[config.mk]
export PLATFORM = sky130hd
export DESIGN_NAME = banked_regfile
export DESIGN_NICKNAME = d
export VERILOG_FILES = /design/src/rtl/rf_pkg.sv /design/src/rtl/rf_rst_sync.sv /design/src/rtl/rf_bank_map.sv /design/src/rtl/rf_gpr_array.sv /design/src/rtl/rf_ctl_regs.sv /design/src/rtl/banked_regfile.sv
export SDC_FILE = /design/constraint.sdc
export NUM_CORES = 2
export LEC_CHECK = 0
export BUFFER_PORTS_ARGS = -buffer_cell sky130_fd_sc_hd__buf_2
export CAP_MARGIN = 10
export CORE_MARGIN = 5
export CORE_UTILIZATION = 50
export DETAILED_ROUTE_END_ITERATION = 12
export GPL_TIMING_DRIVEN = 0
export PLACE_DENSITY = 0.67
export SLEW_MARGIN = 10
export SYNTH_ARGS = -nofsm -noshare
export SYNTH_HDL_FRONTEND = slang
export SYNTH_HIERARCHICAL = 1
export SYNTH_SLANG_ARGS = --single-unit
[constraint.sdc]
create_clock -name clk -period 87.2 [get_ports clk]
set_clock_uncertainty 0.05 [all_clocks]
set_input_delay 8.72 -clock clk [delete_from_list [all_inputs] [get_ports clk]]
set_output_delay 8.72 -clock clk [all_outputs]
set_load 0.1 [all_outputs]
[src/rtl/rf_pkg.sv]
package rf_pkg;

  // Width of the control register select code
  localparam int CSEL_W = 4;

  // Status register field positions decoded by the bank logic
  localparam int MODE_BIT = 30;
  localparam int BANK_BIT = 29;

  typedef enum logic [CSEL_W-1:0] {
    CS_STAT  = 4'd0,
    CS_GBASE = 4'd1,
    CS_MHI   = 4'd2,
    CS_MLO   = 4'd3,
    CS_RET   = 4'd4,
    CS_PCTR  = 4'd5,
    CS_SSTAT = 4'd8,
    CS_SPCTR = 4'd9,
    CS_VBASE = 4'd10,
    CS_SGR15 = 4'd11,
    CS_DBASE = 4'd12
  } ctl_sel_e;

  function automatic logic ctl_priv_only(input logic [CSEL_W-1:0] s);
    return (s >= CS_SSTAT) && (s <= CS_DBASE);
  endfunction

  function automatic logic ctl_exists(input logic [CSEL_W-1:0] s);
    return (s <= CS_PCTR) || ctl_priv_only(s);
  endfunction

endpackage

[src/rtl/rf_rst_sync.sv]
module rf_rst_sync (
  input  logic clk,
  input  logic rst_n,
  output logic rst_sync_n
);

  logic [1:0] sync_q;
  logic [1:0] sync_d;

  always_comb begin
    sync_d = {sync_q[0], 1'b1};
  end

  always_ff @(posedge clk or negedge rst_n) begin
    if (!rst_n) sync_q <= 2'b00;
    else        sync_q <= sync_d;
  end

  assign rst_sync_n = sync_q[1];

endmodule

[src/rtl/rf_bank_map.sv]
module rf_bank_map (
  input  logic priv,
  input  logic bank_flag,
  output logic act_bank,
  output logic alt_bank,
  output logic user
);

  // Bank 1 is in use only when privileged with the flag set
  always_comb begin
    act_bank = priv & bank_flag;
    alt_bank = ~act_bank;
    user     = ~priv;
  end

endmodule

[src/rtl/rf_gpr_array.sv]
module rf_gpr_array #(
  parameter int DATA_W  = 32,
  parameter int NGPR    = 16,
  parameter int NBANKED = 8
) (
  input  logic                         clk,
  input  logic                         rst_n,
  input  logic                         act_bank,
  input  logic                         alt_bank,
  input  logic [$clog2(NGPR)-1:0]      rd_a_idx,
  input  logic [$clog2(NGPR)-1:0]      rd_b_idx,
  input  logic                         wr_en,
  input  logic [$clog2(NGPR)-1:0]      wr_idx,
  input  logic [DATA_W-1:0]            wr_data,
  input  logic                         alt_we,
  input  logic [$clog2(NBANKED)-1:0]   alt_idx,
  input  logic [DATA_W-1:0]            alt_wdata,
  output logic [DATA_W-1:0]            rd_a_data,
  output logic [DATA_W-1:0]            rd_b_data,
  output logic [DATA_W-1:0]            r0_data,
  output logic [DATA_W-1:0]            alt_rdata
);

  localparam int IDX_W   = $clog2(NGPR);
  localparam int SLOT_W  = $clog2(NBANKED);
  localparam int NSHARED = NGPR - NBANKED;
  localparam int SH_W    = (NSHARED > 1) ? $clog2(NSHARED) : 1;
  localparam logic [IDX_W-1:0] BANKED_LIM = IDX_W'(NBANKED);

  logic [DATA_W-1:0] bank_q   [2][NBANKED];
  logic              bank_we  [2][NBANKED];
  logic [DATA_W-1:0] bank_d   [2][NBANKED];
  logic [DATA_W-1:0] shared_q [NSHARED];
  logic              shared_we[NSHARED];

  logic wr_banked;
  assign wr_banked = wr_idx < BANKED_LIM;

  // Next-state: per-register enables; the normal port wins a slot tie
  always_comb begin
    for (int b = 0; b < 2; b++) begin
      for (int i = 0; i < NBANKED; i++) begin
        logic hit_n;
        logic hit_a;
        hit_n = wr_en && wr_banked && (wr_idx[SLOT_W-1:0] == SLOT_W'(i)) &&
                (act_bank == b[0]);
        hit_a = alt_we && (alt_idx == SLOT_W'(i)) && (alt_bank == b[0]);
        bank_we[b][i] = hit_n | hit_a;
        bank_d[b][i]  = hit_n ? wr_data : alt_wdata;
      end
    end
    for (int j = 0; j < NSHARED; j++) begin
      shared_we[j] = wr_en && (wr_idx == IDX_W'(NBANKED + j));
    end
  end

  // Storage
  for (genvar b = 0; b < 2; b++) begin : g_bank
    for (genvar i = 0; i < NBANKED; i++) begin : g_slot
      logic [DATA_W-1:0] q_r;
      always_ff @(posedge clk or negedge rst_n) begin
        if (!rst_n)             q_r <= '0;
        else if (bank_we[b][i]) q_r <= bank_d[b][i];
      end
      assign bank_q[b][i] = q_r;
    end
  end

  for (genvar j = 0; j < NSHARED; j++) begin : g_shared
    logic [DATA_W-1:0] q_r;
    always_ff @(posedge clk or negedge rst_n) begin
      if (!rst_n)            q_r <= '0;
      else if (shared_we[j]) q_r <= wr_data;
    end
    assign shared_q[j] = q_r;
  end

  function automatic logic [DATA_W-1:0] read_logical(input logic [IDX_W-1:0] idx);
    if (idx < BANKED_LIM) return bank_q[act_bank][idx[SLOT_W-1:0]];
    else                  return shared_q[SH_W'(idx - BANKED_LIM)];
  endfunction

  always_comb begin
    rd_a_data = read_logical(rd_a_idx);
    rd_b_data = read_logical(rd_b_idx);
    r0_data   = bank_q[act_bank][0];
    alt_rdata = bank_q[alt_bank][alt_idx];
  end

endmodule

[src/rtl/rf_ctl_regs.sv]
module rf_ctl_regs
  import rf_pkg::*;
#(
  parameter int DATA_W = 32
) (
  input  logic              clk,
  input  logic              rst_n,
  input  logic [CSEL_W-1:0] sel,
  input  logic              wr_en,
  input  logic [DATA_W-1:0] wdata,
  output logic [DATA_W-1:0] rdata,
  output logic              priv,
  output logic              bank_flag
);

  localparam int NSLOT = 1 << CSEL_W;
  localparam logic [DATA_W-1:0] STAT_RESET =
    (DATA_W'(1) << MODE_BIT) | (DATA_W'(1) << BANK_BIT);

  logic [DATA_W-1:0] slot_q  [NSLOT];
  logic              slot_we [NSLOT];

  always_comb begin
    for (int s = 0; s < NSLOT; s++) begin
      slot_we[s] = wr_en && (sel == CSEL_W'(s));
    end
  end

  for (genvar s = 0; s < NSLOT; s++) begin : g_slot
    if (ctl_exists(CSEL_W'(s))) begin : g_reg
      localparam logic [DATA_W-1:0] RST_VAL = (s == 0) ? STAT_RESET : '0;
      logic [DATA_W-1:0] q_r;
      always_ff @(posedge clk or negedge rst_n) begin
        if (!rst_n)          q_r <= RST_VAL;
        else if (slot_we[s]) q_r <= wdata;
      end
      assign slot_q[s] = q_r;
    end else begin : g_none
      assign slot_q[s] = '0;
    end
  end

  always_comb begin
    rdata     = slot_q[sel];
    priv      = slot_q[CS_STAT][MODE_BIT];
    bank_flag = slot_q[CS_STAT][BANK_BIT];
  end

endmodule

[src/rtl/banked_regfile.sv]
module banked_regfile
  import rf_pkg::*;
#(
  parameter int DATA_W  = 32,
  parameter int NGPR    = 16,
  parameter int NBANKED = 8
) (
  input  logic                        clk,
  input  logic                        rst_n,
  input  logic [$clog2(NGPR)-1:0]     rd_a_idx,
  output logic [DATA_W-1:0]           rd_a_data,
  input  logic [$clog2(NGPR)-1:0]     rd_b_idx,
  output logic [DATA_W-1:0]           rd_b_data,
  output logic [DATA_W-1:0]           r0_index,
  input  logic                        wr_en,
  input  logic [$clog2(NGPR)-1:0]     wr_idx,
  input  logic [DATA_W-1:0]           wr_data,
  input  logic                        alt_req,
  input  logic                        alt_wr,
  input  logic [$clog2(NBANKED)-1:0]  alt_idx,
  input  logic [DATA_W-1:0]           alt_wdata,
  output logic [DATA_W-1:0]           alt_rdata,
  output logic                        alt_fault,
  input  logic                        ctl_req,
  input  logic                        ctl_wr,
  input  logic [CSEL_W-1:0]           ctl_sel,
  input  logic [DATA_W-1:0]           ctl_wdata,
  output logic [DATA_W-1:0]           ctl_rdata,
  output logic                        ctl_fault,
  output logic                        priv_o,
  output logic                        bank_sel_o
);

  localparam int IDX_W  = $clog2(NGPR);
  localparam int SLOT_W = $clog2(NBANKED);

  logic rst_sync_n;
  logic priv, bank_flag, act_bank, alt_bank, user;
  logic [DATA_W-1:0] alt_raw, ctl_raw;

  rf_rst_sync u_rst (
    .clk        (clk),
    .rst_n      (rst_n),
    .rst_sync_n (rst_sync_n)
  );

  rf_bank_map u_map (
    .priv      (priv),
    .bank_flag (bank_flag),
    .act_bank  (act_bank),
    .alt_bank  (alt_bank),
    .user      (user)
  );

  // Access gating
  logic ctl_block, ctl_we_ok, ctl_rd_ok, alt_ok, alt_we_ok;
  always_comb begin
    ctl_block = user && ctl_priv_only(ctl_sel);
    ctl_we_ok = ctl_req && ctl_wr && !ctl_block;
    ctl_rd_ok = ctl_req && !ctl_wr && !ctl_block;
    alt_ok    = alt_req && !user;
    alt_we_ok = alt_ok && alt_wr;
  end

  rf_gpr_array #(
    .DATA_W  (DATA_W),
    .NGPR    (NGPR),
    .NBANKED (NBANKED)
  ) u_gpr (
    .clk       (clk),
    .rst_n     (rst_sync_n),
    .act_bank  (act_bank),
    .alt_bank  (alt_bank),
    .rd_a_idx  (rd_a_idx),
    .rd_b_idx  (rd_b_idx),
    .wr_en     (wr_en),
    .wr_idx    (wr_idx),
    .wr_data   (wr_data),
    .alt_we    (alt_we_ok),
    .alt_idx   (alt_idx),
    .alt_wdata (alt_wdata),
    .rd_a_data (rd_a_data),
    .rd_b_data (rd_b_data),
    .r0_data   (r0_index),
    .alt_rdata (alt_raw)
  );

  rf_ctl_regs #(
    .DATA_W (DATA_W)
  ) u_ctl (
    .clk       (clk),
    .rst_n     (rst_sync_n),
    .sel       (ctl_sel),
    .wr_en     (ctl_we_ok),
    .wdata     (ctl_wdata),
    .rdata     (ctl_raw),
    .priv      (priv),
    .bank_flag (bank_flag)
  );

  always_comb begin
    ctl_rdata  = ctl_rd_ok ? ctl_raw : '0;
    alt_rdata  = (alt_ok && !alt_wr) ? alt_raw : '0;
    priv_o     = priv;
    bank_sel_o = bank_flag;
  end

  // Fault pulses: next-state and register
  logic alt_fault_d, ctl_fault_d, alt_fault_q, ctl_fault_q;
  always_comb begin
    alt_fault_d = alt_req && user;
    ctl_fault_d = ctl_req && ctl_block;
  end

  always_ff @(posedge clk or negedge rst_sync_n) begin
    if (!rst_sync_n) begin
      alt_fault_q <= 1'b0;
      ctl_fault_q <= 1'b0;
    end else begin
      alt_fault_q <= alt_fault_d;
      ctl_fault_q <= ctl_fault_d;
    end
  end

  assign alt_fault = alt_fault_q;
  assign ctl_fault = ctl_fault_q;

endmodule

Yosys cells after proc, flatten, opt, wreduce, memory -nomap -nowiden
Index checks and enable logic that the tools add are counted.

Add/sub/neg operators: 2. $lt $le $gt $ge: 13. Equal/unequal tests: 32. Mux-type cells: 44. Bitwise operators: 27. Reduce and logical (&&, ||, !) cells: 85.

Operators by type and width (number): 2-to-1 mux 256 bit (6); 2-to-1 mux 32 bit (32); binary-select mux 32 bit (select 3 bit) (5); binary-select mux 32 bit (select 4 bit) (1); logical AND 1 bit (79); equality test 4 bit (second input constant) (13); equality test 3 bit (second input constant) (8); greater-or-equal comparator 4 bit (second input constant) (6); inverter 3 -> 4 bit (5); OR 1 bit (16); equality test 3 x 2 -> 1 bit (second input constant) (4); less-than comparator 4 bit (second input constant) (3); equality test 4 x 2 -> 1 bit (second input constant) (2); equality test 4 x 3 -> 1 bit (second input constant) (2); equality test 3 x 1 -> 1 bit (second input constant) (2); zero test 3 bit (2); subtractor 3 x 1 -> 3 bit (second input constant) (2); greater-or-equal comparator 5 bit (second input constant) (1); inverter 4 -> 5 bit (1); equality test 4 x 1 -> 1 bit (second input constant) (1); greater-or-equal comparator 2 bit (second input constant) (2); less-or-equal comparator 4 bit (second input constant) (1); zero test 4 bit (1); inverter 1 -> 2 bit (2); 3 further kinds (6).

Bits in registers: 1124. Input bits: 122. Output and inout port bits: 164. Word-level logic and storage cells: 241.

Logic depth before layout (Yosys ltp)
Word-level depth: 10. Depth in mapped cells: 10.

Cells and area by module
The synthesis kept the hierarchy.

By module, submodules not included: rf_gpr_array (times used 1, cells an instance 4266, area each 49566.3 um^2, seq. area each 19218.4 um^2); rf_ctl_regs (times used 1, cells an instance 1086, area each 16020.4 um^2, seq. area each 8811.0 um^2); banked_regfile (times used 1, cells an instance 124, area each 934.6 um^2, seq. area each 50.0 um^2); rf_rst_sync (times used 1, cells an instance 3, area each 53.8 um^2, seq. area each 50.0 um^2); rf_bank_map (times used 1, cells an instance 3, area each 13.8 um^2, seq. area each 0.0 um^2).

Worst setup path after synthesis
No wires, ideal clock.

Path type: input to output. Start point: input ctl_sel[1]. End point: output ctl_rdata[0]. Data arrival time: 12.075 ns. Data required time: 78.430 ns. Slack: 66.355 ns. Stages on the path: 7. Path buffers: 2. Path through: buf_2 -> nor3b_1 -> clkbuf_1 -> a22oi_1 -> nand3_1 -> nand2_1 -> a211oi_1.

RTL lines: from (decl) (RTL line banked_regfile.sv:26) `input logic [CSEL_W-1:0] ctl_sel,`; inverter 4 -> 5 bit (implied by the code) (RTL line rf_ctl_regs.sv:44) `rdata = slot_q[sel];`; binary-select mux 32 bit (select 4 bit) (RTL line rf_ctl_regs.sv:44); 2-to-1 mux 32 bit (implied by the code) (2 in series) (RTL line rf_ctl_regs.sv:44); named net ctl_raw[0] (RTL line banked_regfile.sv:39) `logic [DATA_W-1:0] alt_raw, ctl_raw;`; 2-to-1 mux 32 bit (RTL line banked_regfile.sv:102) `ctl_rdata = ctl_rd_ok ? ctl_raw : '0;`; to (decl) (RTL line banked_regfile.sv:28) `output logic [DATA_W-1:0] ctl_rdata,`.

The timed path passes the listed nets, and every way through them passes these cells. The select of a mux whose other input is x is not followed.

Worst setup path after layout
Start point: input rd_b_idx[1]. End point: output rd_b_data[1].

Longest elaborated chain between the ends: 6.

RTL lines: from (decl) (RTL line banked_regfile.sv:12) `input logic [$clog2(NGPR)-1:0] rd_b_idx,`; subtractor 3 x 1 -> 3 bit (RTL line rf_gpr_array.sv:80) `else return shared_q[SH_W'(idx - BANKED_LIM)];`; inverter 3 -> 4 bit (implied by the code) (RTL line rf_gpr_array.sv:80); binary-select mux 32 bit (select 3 bit) (RTL line rf_gpr_array.sv:80); 2-to-1 mux 32 bit (implied by the code) (2 in series) (RTL line rf_gpr_array.sv:80); 2-to-1 mux 32 bit * (RTL line rf_gpr_array.sv:79) `if (idx < BANKED_LIM) return bank_q[act_bank][idx[SLOT_W-1:0]];`; to (decl) (RTL line banked_regfile.sv:13) `output logic [DATA_W-1:0] rd_b_data,`.

Mark *: on every way between the ends. The rest lies on a longest branch, timed or not. The select of a mux whose other input is x is not followed.

==> reports/metrics.cfg <==
[worst_hold_path]
hp-class = reg2async

[synthesis]
syn-num-nets = 5604
synth_most_common_cell = dfrtp_1
synth_seq_cells = 1124
synth.largest_area_cell = dfrtp_1
syn_area_sq_mm = 0.0666
synth.top_cells.by_count = 1122 x dfrtp_1, 768 x mux2i_1, 630 x mux2_2
ys_types = 48
synth_edf_count = 0
yosys-top-cells-area = dfrtp_1 42%, mux4_2 14%, mux2i_1 12%, mux2_2 11%, a21oi_1 2.9%
ys.flop_type = dfrtp_1
yosysWarnings = 6
ys_seq_area_share_pct = 42.2
syn_area_per_cell_sq_um = 12.1
synthArstFlopShare_pct = 100
synth.top_cell.area_share_pct = 42.2
syn_inst = 5482

[setup_path]
critPathKind = in2out
cp.required_ps = 78430
r2r_cells = 6
crit_arrival_ps = 12450
start_kind = primary input
endpoint_kind = output pin
crit_fanout = 10

[routing]
avgRoutedWirePerCell_um = 34.7
ant_nets = 0
firstDrtPassIters = 8
vias = 54400
drt_iter0_markers = 8089
vias_per_cell = 6.97
drc = 0
routed_wl_mm = 271

[timing]
rsz0062_at_grt = no
drv_slew = 0
fmax_mhz = 47.1
setup_viol = 0
fin_setup_tns_ps = 0
slew_headroom_pct = 5.42
period_share_pct = 24.3
final_hold_viol_count = 0
period_minus_slack_ps = 21220
tightest_slew_ps = 1420

[cts]
clock-sinks = 1124
clk_latency_ps = 790
cts_tree = done
cts-root-buf = clkbuf_16
post_cts_buffers = 0
cts-buffers-inserted = 133
cts_buffer_depth = 3
htree_levels = 4
cts_hold_buf = 0
clk_pin_slew_ps = 50
postCtsResizedCells = 0

[pwr]
powerDensity_mw_per_mm2 = 23.2
leakagePower_nw = 32.7
ir_drop_mv = 0.0182

[final_layout]
area_growth_pct = 13.2
layout-drive-gt1-share_pct = 30.5
layout.cells.non_filler = 7804
layout.nets = 6040

[die]
die_x_um = 375
die_area_sq_mm = 0.141
die_y_um = 375
io_pins = 286
core_area_sq_mm = 0.133
initial_core_util_pct = 50.1
row_count = 134

[global_route]
grt_pass1_wl_mm = 382
grt_pass1_vias = 53663
grt_max_degree = 66
gr-total-overflow = 0
grt_usage_pct = 37.5
antenna_found_initial = 25

[status]
status = finished, final reports clean

[placement]
dp_cells = 7549
port_buffers = 275
hpwl_mm = 191
place_congestion = 1.02

[run]
drv_cap = 0

-- placed cells by master, fill, tap and decap left out, types with 4 or more instances in the layout --
| cell | Yosys | layout |
|---|---|---|
| nand3b_1 | 5 | 5 |
| a22oi_1 | 64 | 64 |
| a21oi_1 | 385 | 385 |
| o21ai_0 | 298 | 298 |
| clkinv_16 | 0 | 6 |
| clkbuf_8 | 0 | 29 |
| inv_16 | 0 | 4 |
| mux2i_1 | 768 | 768 |
| buf_4 | 25 | 25 |
| buf_2 | 176 | 451 |
| a211oi_2 | 29 | 29 |
| buf_12 | 2 | 6 |
| nand2_1 | 332 | 332 |
| clkbuf_1 | 341 | 374 |
| bufinv_16 | 0 | 8 |
| o21ai_1 | 22 | 22 |
| clkinv_2 | 0 | 13 |
| buf_16 | 0 | 19 |
| a221oi_1 | 128 | 128 |
| buf_6 | 23 | 24 |
| nand2b_1 | 13 | 13 |
| nor2_1 | 335 | 335 |
| nor2b_1 | 7 | 7 |
| mux2_1 | 106 | 106 |
| clkbuf_16 | 0 | 133 |
| buf_1 | 44 | 44 |
| diode_2 | 0 | 17 |
| mux4_1 | 28 | 28 |
| and2_1 | 37 | 37 |
| clkbuf_2 | 3 | 6 |
| mux4_2 | 417 | 417 |
| nand3_1 | 37 | 37 |
| mux2_2 | 630 | 630 |
| a32oi_1 | 64 | 64 |
| nor3b_2 | 6 | 5 |
| dfrtp_1 | 1122 | 1121 |
-- per-stage QoR --
step / setup slack [ps] / hold slack [ps] / power, W / cell area (sq um) / util, %
3_3_place_gp: 39470 / 285 / 0.00114 / 70200 / 52.8
3_5_place_dp: 66340 / 252 / 0.00116 / 70800 / 53.3
6_report: 65980 / 239 / 0.00175 / 75400 / 56.7
2_1_floorplan: 53500 / 281 / 0.00103 / 66600 / -
4_1_cts: 66330 / 251 / 0.00174 / 75300 / 56.6
5_1_grt: 66140 / 279 / 0.00180 / 75400 / 56.7
-- worst max-delay path, cell delays in order --
cell and delay (ps):
clkbuf_1 350, buf_2 440, clkbuf_1 1080, mux4_2 400, nand2_1 120, a32oi_1 740, buf_2 560
-- metal layers --
metal / global-route usage (%) / vias up / wire length [um]
met5: 0.926 / - / 67
met4: 21.8 / 10 / 18700
met3: 14.5 / 1001 / 37300
met2: 53.4 / 4119 / 115000
met1: 48.7 / 27749 / 99800
li1: - / 21521 / -
-- cell type report --
cell class | instances | area (sq um)
Timing Repair Buffer | 301 | 2020
Buffer | 614 | 2830
Clock buffer | 198 | 3860
Inverter | 1 | 3.75
Sequential cell | 1124 | 28100
Clock inverter | 38 | 647
Tap cell | 1768 | 2210
Antenna cell | 17 | 42.5
Multi-Input combinational cell | 3743 | 35600
Fill cell | 11217 | 57600
-- cells by family after synthesis --
kind of cell	share of synthesized area, %
buf+inv	4.25
simple gates	5.05
flops	42.2
compound gates	9.14
mux	39.3
other cells	0.00563
-- flip-flops by register name, indices dropped and copies added, names as in the netlist --
name and count:
u_gpr/g_bank.g_slot.q_r 512, u_ctl/g_slot.g_reg.q_r 352, u_gpr/g_shared.q_r 256, u_rst/sync_q 2
alt_fault 1, ctl_fault 1
-- final timing paths --
kind | start | end | slack (ps)
max | rd_b_idx[1] | rd_b_data[1] | 65980
min | u_rst/sync_q[1] | u_gpr/g_shared[7].q_r[27] | 240
max reg2reg | u_ctl/g_slot[0].g_reg.q_r[30] | u_gpr/g_bank[1].g_slot[0].q_r[24] | 83250
min reg2reg | u_rst/sync_q[1] | u_gpr/g_shared[7].q_r[27] | 240
max in group asynchronous | rst_n | u_rst/sync_q[1] | 79340
min in group clk | u_rst/sync_q[0] | u_rst/sync_q[1] | 300
-- power by group --
group,internal (W),switching (W)
clock network,0.000335,0.000244
logic,0.000196,0.000261
registers,0.000624,0.0000880
Note: power is estimated with default switching activity, not from simulation.
